$ cat config.mk
export PLATFORM = sky130hd
export DESIGN_NAME = lft_throttle
export DESIGN_NICKNAME = d
export VERILOG_FILES = /design/src/rtl/lft_pkg.sv /design/src/rtl/lft_warp_entry.sv /design/src/rtl/lft_prefix_gate.sv /design/src/rtl/lft_throttle.sv
export SDC_FILE = /design/constraint.sdc
export NUM_CORES = 1
export LEC_CHECK = 0
export ABC_AREA = 1
export BUFFER_PORTS_ARGS = -buffer_cell sky130_fd_sc_hd__buf_2
export CAP_MARGIN = 10
export CORE_AREA = 2 2 165 231
export DETAILED_ROUTE_END_ITERATION = 10
export DIE_AREA = 0 0 167 233
export GPL_ROUTABILITY_DRIVEN = 0
export HOLD_SLACK_MARGIN = 0.05
export PLACE_DENSITY = 0.41
export SETUP_SLACK_MARGIN = 0.15
export SLEW_MARGIN = 10
export SYNTH_ARGS = -nofsm -noshare
export SYNTH_HDL_FRONTEND = slang
export SYNTH_HIERARCHICAL = 1
export SYNTH_SLANG_ARGS = --single-unit
export TNS_END_PERCENT = 30
$ cat constraint.sdc
create_clock -name clk -period 15.32 [get_ports clk]
set_input_delay 3.064 -clock clk [delete_from_list [all_inputs] [get_ports clk]]
set_output_delay 3.064 -clock clk [all_outputs]
set_load 0.1 [all_outputs]
$ cat src/rtl/lft_pkg.sv
package lft_pkg;

    typedef enum logic [1:0] {
        EV_LOAD  = 2'b00,
        EV_BEGIN = 2'b01,
        EV_END   = 2'b10,
        EV_LANES = 2'b11
    } ev_kind_e;

    typedef enum logic [1:0] {
        WS_OUT   = 2'b00,
        WS_LOOP  = 2'b01,
        WS_INNER = 2'b10
    } wstate_e;

endpackage

$ cat src/rtl/lft_warp_entry.sv
module lft_warp_entry
    import lft_pkg::*;
#(
    parameter int LANES       = 32,
    parameter int NUM_CLASSES = 8,
    parameter int CNT_W       = 4,
    parameter int DEPTH_W     = 3,
    parameter int LANE_W      = 6,
    parameter int CLS_W       = 3,
    parameter int FP_W        = 9
) (
    input  logic              clk,
    input  logic              rst_n,
    input  logic              hit,
    input  ev_kind_e          kind,
    input  logic              divergent,
    input  logic [CLS_W-1:0]  cls,
    input  logic [LANE_W-1:0] lanes_in,
    output logic [FP_W-1:0]   footprint,
    output logic              in_loop
);

    localparam int DIV_MAX   = (1 << CNT_W) - 1;
    localparam int DEPTH_MAX = (1 << DEPTH_W) - 1;
    localparam int CONV_W    = $clog2(NUM_CLASSES + 1);

    wstate_e                  state, state_nxt;
    logic [DEPTH_W-1:0]       depth;
    logic [CNT_W-1:0]         div_cnt;
    logic [NUM_CLASSES-1:0]   seen;
    logic [LANE_W-1:0]        lanes;
    logic [CONV_W-1:0]        conv;

    // state register
    always_ff @(posedge clk) begin
        if (!rst_n) state <= WS_OUT;
        else        state <= state_nxt;
    end

    // transitions
    always_comb begin
        state_nxt = state;
        if (hit) begin
            unique case (state)
                WS_OUT: begin
                    if (kind == EV_BEGIN) state_nxt = WS_LOOP;      // enter
                end
                WS_LOOP: begin
                    if (kind == EV_BEGIN)    state_nxt = WS_INNER;  // nest
                    else if (kind == EV_END) state_nxt = WS_OUT;    // leave
                end
                WS_INNER: begin
                    if (kind == EV_END && depth == DEPTH_W'(2))
                        state_nxt = WS_LOOP;                        // unnest
                end
                default: state_nxt = WS_OUT;
            endcase
        end
    end

    // prediction storage
    always_ff @(posedge clk) begin
        if (!rst_n) begin
            depth   <= '0;
            div_cnt <= '0;
            seen    <= '0;
            lanes   <= LANE_W'(LANES);
        end else if (hit) begin
            unique case (kind)
                EV_BEGIN: begin
                    div_cnt <= '0;
                    seen    <= '0;
                    if (state == WS_OUT)
                        depth <= DEPTH_W'(1);
                    else if (depth != DEPTH_W'(DEPTH_MAX))
                        depth <= depth + DEPTH_W'(1);
                end
                EV_END: begin
                    if (state == WS_LOOP) begin
                        div_cnt <= '0;
                        seen    <= '0;
                        depth   <= '0;
                    end else if (state == WS_INNER) begin
                        depth <= depth - DEPTH_W'(1);
                    end
                end
                EV_LOAD: begin
                    if (state != WS_OUT) begin
                        if (divergent) begin
                            if (div_cnt != CNT_W'(DIV_MAX))
                                div_cnt <= div_cnt + CNT_W'(1);
                        end else begin
                            seen[cls] <= 1'b1;
                        end
                    end
                end
                EV_LANES: lanes <= lanes_in;
            endcase
        end
    end

    always_comb begin
        conv = '0;
        for (int c = 0; c < NUM_CLASSES; c++)
            conv = conv + CONV_W'(seen[c]);
    end

    // outputs
    always_comb begin
        in_loop = (state != WS_OUT);
        if (state == WS_OUT)
            footprint = '0;
        else
            footprint = FP_W'(div_cnt) * FP_W'(lanes) + (FP_W'(conv) << 1);
    end

    AST_OUT_EMPTY: assert property (@(posedge clk) disable iff (!rst_n)
        state == WS_OUT |-> (div_cnt == '0 && seen == '0 && depth == '0));
    AST_LOOP_DEPTH: assert property (@(posedge clk) disable iff (!rst_n)
        state == WS_LOOP |-> depth == DEPTH_W'(1));
    AST_INNER_DEPTH: assert property (@(posedge clk) disable iff (!rst_n)
        state == WS_INNER |-> depth >= DEPTH_W'(2));
    AST_BEGIN_CLEARS: assert property (@(posedge clk) disable iff (!rst_n)
        (hit && kind == EV_BEGIN) |=> (div_cnt == '0 && seen == '0));
    AST_DIV_SATURATES: assert property (@(posedge clk) disable iff (!rst_n)
        (hit && kind == EV_LOAD && divergent && state != WS_OUT
         && div_cnt == CNT_W'(DIV_MAX)) |=> div_cnt == CNT_W'(DIV_MAX));
    AST_END_OUTSIDE: assert property (@(posedge clk) disable iff (!rst_n)
        (hit && kind == EV_END && state == WS_OUT) |=> state == WS_OUT);

endmodule

$ cat src/rtl/lft_prefix_gate.sv
module lft_prefix_gate #(
    parameter int NUM_WARPS = 4,
    parameter int FP_W      = 9,
    parameter int SUM_W     = 12,
    parameter int CAP_LINES = 64
) (
    input  logic                           clk,
    input  logic                           rst_n,
    input  logic [NUM_WARPS-1:0][FP_W-1:0] fp,
    input  logic [NUM_WARPS-1:0]           in_loop,
    output logic [NUM_WARPS-1:0]           allow
);

    logic [SUM_W-1:0] pre [NUM_WARPS];

    for (genvar w = 0; w < NUM_WARPS; w++) begin : g_chain
        if (w == 0) begin : g_first
            assign pre[w] = SUM_W'(fp[w]);
        end else begin : g_next
            assign pre[w] = pre[w-1] + SUM_W'(fp[w]);
            AST_PREFIX_MONOTONIC: assert property (@(posedge clk) disable iff (!rst_n)
                (in_loop[w-1] && !allow[w-1] && in_loop[w]) |-> !allow[w]);
        end
        assign allow[w] = !in_loop[w] || (pre[w] <= SUM_W'(CAP_LINES));
    end

endmodule

$ cat src/rtl/lft_throttle.sv
module lft_throttle
    import lft_pkg::*;
#(
    parameter int NUM_WARPS   = 4,
    parameter int LANES       = 32,
    parameter int NUM_CLASSES = 8,
    parameter int CNT_W       = 4,
    parameter int DEPTH_W     = 3,
    parameter int CAP_LINES   = 64,
    localparam int WID_W  = (NUM_WARPS > 1) ? $clog2(NUM_WARPS) : 1,
    localparam int LANE_W = $clog2(LANES + 1),
    localparam int CLS_W  = (NUM_CLASSES > 1) ? $clog2(NUM_CLASSES) : 1
) (
    input  logic                 clk,
    input  logic                 rst_n,
    input  logic                 ev_valid,
    input  logic [1:0]           ev_kind,
    input  logic [WID_W-1:0]     ev_warp,
    input  logic                 ev_divergent,
    input  logic [CLS_W-1:0]     ev_class,
    input  logic [LANE_W-1:0]    ev_lanes,
    output logic [NUM_WARPS-1:0] issue_allow
);

    localparam int DIV_MAX = (1 << CNT_W) - 1;
    localparam int FP_W    = $clog2(DIV_MAX * LANES + 2 * NUM_CLASSES + 1);
    localparam int SUM_W   = FP_W + $clog2(NUM_WARPS) + 1;

    ev_kind_e                       kind;
    logic [NUM_WARPS-1:0][FP_W-1:0] fp;
    logic [NUM_WARPS-1:0]           in_loop;

    assign kind = ev_kind_e'(ev_kind);

    for (genvar w = 0; w < NUM_WARPS; w++) begin : g_warp
        logic hit;
        assign hit = ev_valid && (ev_warp == WID_W'(w));

        lft_warp_entry #(
            .LANES(LANES), .NUM_CLASSES(NUM_CLASSES), .CNT_W(CNT_W),
            .DEPTH_W(DEPTH_W), .LANE_W(LANE_W), .CLS_W(CLS_W), .FP_W(FP_W)
        ) u_entry (
            .clk(clk), .rst_n(rst_n), .hit(hit), .kind(kind),
            .divergent(ev_divergent), .cls(ev_class), .lanes_in(ev_lanes),
            .footprint(fp[w]), .in_loop(in_loop[w])
        );
    end

    lft_prefix_gate #(
        .NUM_WARPS(NUM_WARPS), .FP_W(FP_W), .SUM_W(SUM_W), .CAP_LINES(CAP_LINES)
    ) u_gate (
        .clk(clk), .rst_n(rst_n), .fp(fp), .in_loop(in_loop), .allow(issue_allow)
    );

    AST_KIND_KNOWN: assert property (@(posedge clk) disable iff (!rst_n)
        ev_valid |-> !$isunknown(ev_kind));
    AST_OUT_WARP_FREE: assert property (@(posedge clk) disable iff (!rst_n)
        (in_loop[0] && fp[0] <= FP_W'(CAP_LINES)) |-> issue_allow[0]);

endmodule

==> metrics.md <==
| Metric | Value |
|---|---|
| Simple-gate share of the synthesized area | `30.5%` |
| Largest net degree at the start of global routing | `57` |
| Post-synthesis sequential area ratio | `16.9%` |
| Max-slew headroom | `29.5%` |
| Main synth FF type | `dfxtp_1` |
| Clock Tree Buf Depth | `2` |
| Post CTS Setup Buffer Count | `0` |
| Port bufs | `20` |
| Hpwl dp | `22900 µm` |
| Cells after Synth | `1641` |
| Final Max Slew Viols | `0` |
| Clock Latency Late Sink | `0.38 ns` |
| Fin crit share | `71.5%` |
| Die height | `233 µm` |
| Total of warnings raised by yosys | `6` |
| Post-Synth Adder-Cell Area | `27.9%` |
| CTS Hold Buffers Added | `0` |
| HP Class | `reg -> reg` |
| CTS H-tree lvls | `3` |
| Combinational share of power | `13.1%` |
| Core ar. | `0.0367 mm²` |
| ANT nets after route | `0` |
| RSZ-0062 raised after global routing | `no` |
| Crit path required time | `12.26 ns` |
| Ys async rst share | `0%` |
| Vias in the first global route | `9646` |
| Power share of the clock group | `43.8%` |
| Hold violation total from the final report | `0` |
| Initial antenna violation count | `0` |
| Final min period | `10.96 ns` |
| Clk sinks | `92` |
| P_leak | `6.11 nW` |
| Clk slew on worst S/H paths | `0.07 ns` |
| Switch share | `29.2%` |
| Overall Global Routing Usage | `15.3%` |
| Fmax | `0.0913 GHz` |
| CP max stage delay | `0.55 ns` |
| Synth area leaders | `dfxtp_1 (17%), ha_1 (16%), nand2_1 (13%)` |
| Overall Power | `0.577 mW` |
| Internal power | `0.409 mW` |
| DR vias/cell | `4.57` |
| Post-synth top cells | `nand2_1 (369), inv_1 (331), nor2_1 (176)` |
| Max Cap Viol | `0` |
| Std-Cell Rows | `83` |
| PwrDens | `48.8 mW/mm²` |
| Startpoint Class | `flop` |
| Compound-Gate Fraction of Synth Area | `9.49%` |
| Critical path peak fanout | `5` |
| Status | `complete, no violations` |
| Cell accounting for the most synthesized area | `dfxtp_1` |
| Drt total wl | `28700 µm` |
| Post-synth cell types | `41` |
| Congestion Overflow GR | `0` |
| Area Growth Syn to Fin | `8.23%` |
| Drt initial violations | `396` |
| Yosys reg bits | `92` |
| Most Frequent Cell on Critical Path | `inv_1` |
| Post-synth EDFFs | `0` |
| CTS Root Cell | `clkbuf_16` |
| Setup TNS | `0 ns` |
| P_sw | `0.168 mW` |
| Peak VDD IR | `0.0386 mV` |
| Top-count cell post-synth | `nand2_1` |
| Final #Nets | `1873` |
| Drt pass-1 iters | `4` |
| WS Path Type | `reg -> out` |
| Nature of the critical path endpoint | `output pin` |
| Post-synthesis mux area share | `0%` |
| IO Pins | `21` |
| Die area | `0.0389 mm²` |
| DRC Markers | `0` |
| Layout cell share with drive strength beyond 1 | `6.40%` |
| Worst-Margin Slew | `1.05 ns` |
| Diode count | `0` |
| Pre-CTS WS | `4.78 ns` |
| Cell Area, Synth | `0.0109 mm²` |
| Synthesized area per cell | `6.66 µm²` |
| Post-Route Skew | `0.00631 ns` |
| Post-synthesis xor/xnor area fraction | `2.16%` |
| Share of the synthesized area in the top cell type | `16.9%` |
| WL/cell | `13.5 µm` |
| Sequential share of power | `43.1%` |
| Net Count, Synth | `1864` |
| Width of the die | `167 µm` |
| Vias | `9689` |
| CTS tree | `yes` |
| First-pass GRT wire length | `47700 µm` |
| Setup WS post-layout | `4.36 ns` |
| Slowest cell on crit path | `fa_1` |
| Final setup fails | `0` |
| Post-CTS Resized | `0` |
| Total CTS buffers | `9` |
| Critical path data arrival time | `7.89 ns` |
| Starting Density | `29.8%` |
| Largest family of logic cells by synthesized area | `simple AND/OR/NAND/NOR gates` |
==> cell type report <==
| class | count | area, µm² |
|---|---|---|
| well taps | 467 | 584 |
| clock inverters | 7 | 100 |
| flip-flops and latches | 92 | 1840 |
| inverters | 341 | 1280 |
| fillers | 4068 | 24800 |
| clock buffers | 9 | 225 |
| multi-input cells | 1182 | 7660 |
| repair buffers | 24 | 130 |
==> kinds of logic after synthesis <==
family / after synthesis
XOR/XNOR: 27
adder cells (fa/ha/maj): 206
AO/OA/AOI/OAI: 186
flip-flops: 92
AND/OR/NAND/NOR: 763
buffers and inverters: 367
==> worst max-delay path: cells and delay by family, from the launching register on <==
family / cells / cell delay [ns]
AND/OR/NAND/NOR: 7 / 0.73
AO/OA/AOI/OAI: 6 / 1.05
adder cells (fa/ha/maj): 11 / 4.20
buffers and inverters: 8 / 0.86
flip-flops: 1 / 0.31
XOR/XNOR: 2 / 0.33
==> power groups by stage <==
stage | sequential, mW | combinational, mW | clock, mW
CTS | 0.249 | 0.0768 | 0.265
detailed placement | 0.254 | 0.0765 | 0
floorplan | 0.252 | 0.0521 | 0
global route | 0.250 | 0.0858 | 0.272
global placement | 0.254 | 0.0767 | 0
finish | 0.249 | 0.0754 | 0.253
==> metrics by stage <==
step,util [%],cells,hold WS (ns),instance area [µm²]
floorplan,-,1641,0.434,10900
global placement,31.4,2106,0.448,11500
detailed placement,31.4,2106,0.458,11500
CTS,32.3,2122,0.471,11800
global route,32.3,2122,0.487,11800
finish,32.3,2122,0.468,11800
==> worst paths after layout <==
| kind | start | slack, ns | cells after the start | to |
|---|---|---|---|---|
| max reg2reg | g_warp[0].u_entry/state[0] | 13.61 | 7 | g_warp[0].u_entry/div_cnt[1] |
| min | g_warp[3].u_entry/seen[2] | 0.47 | 2 | g_warp[3].u_entry/seen[2] |
| min reg2reg | g_warp[3].u_entry/seen[2] | 0.47 | 2 | g_warp[3].u_entry/seen[2] |
| max | g_warp[0].u_entry/seen[0] | 4.36 | 34 | issue_allow[3] |
==> cell usage in the layout (no fill, tap or decap), types with 5 or more instances in the layout <==
cell,n
nor2_4,5
clkbuf_16,9
fa_1,63
buf_2,20
nand4_1,16
o21ai_0,65
inv_1,331
nor2_1,176
xnor2_1,16
ha_1,143
nand3b_1,7
nor3_1,39
xor2_1,11
inv_2,8
dfxtp_1,92
nor2_2,13
o21ai_2,5
o21bai_1,7
a21oi_1,90
nand3_1,105
nand2_2,15
nand2_1,369
==> sequential cells by signal, summed over array words and instances (netlist names) <==
register and flops:
g_warp.u_entry/lanes 24, g_warp.u_entry/seen 32, g_warp.u_entry/depth 12, g_warp.u_entry/div_cnt 16, g_warp.u_entry/state 8
==> metal layers <==
metal  vias up  global-route usage [%]  part of all wire [%]
met1      4453                    17.5                    44
met4         0                    4.69                   2.0
li1       5128                       -                     -
met5         -                       0                     0
met3        24                    2.19                   2.3
met2        84                    29.1                    52
Note: power is estimated with default switching activity, not from simulation.
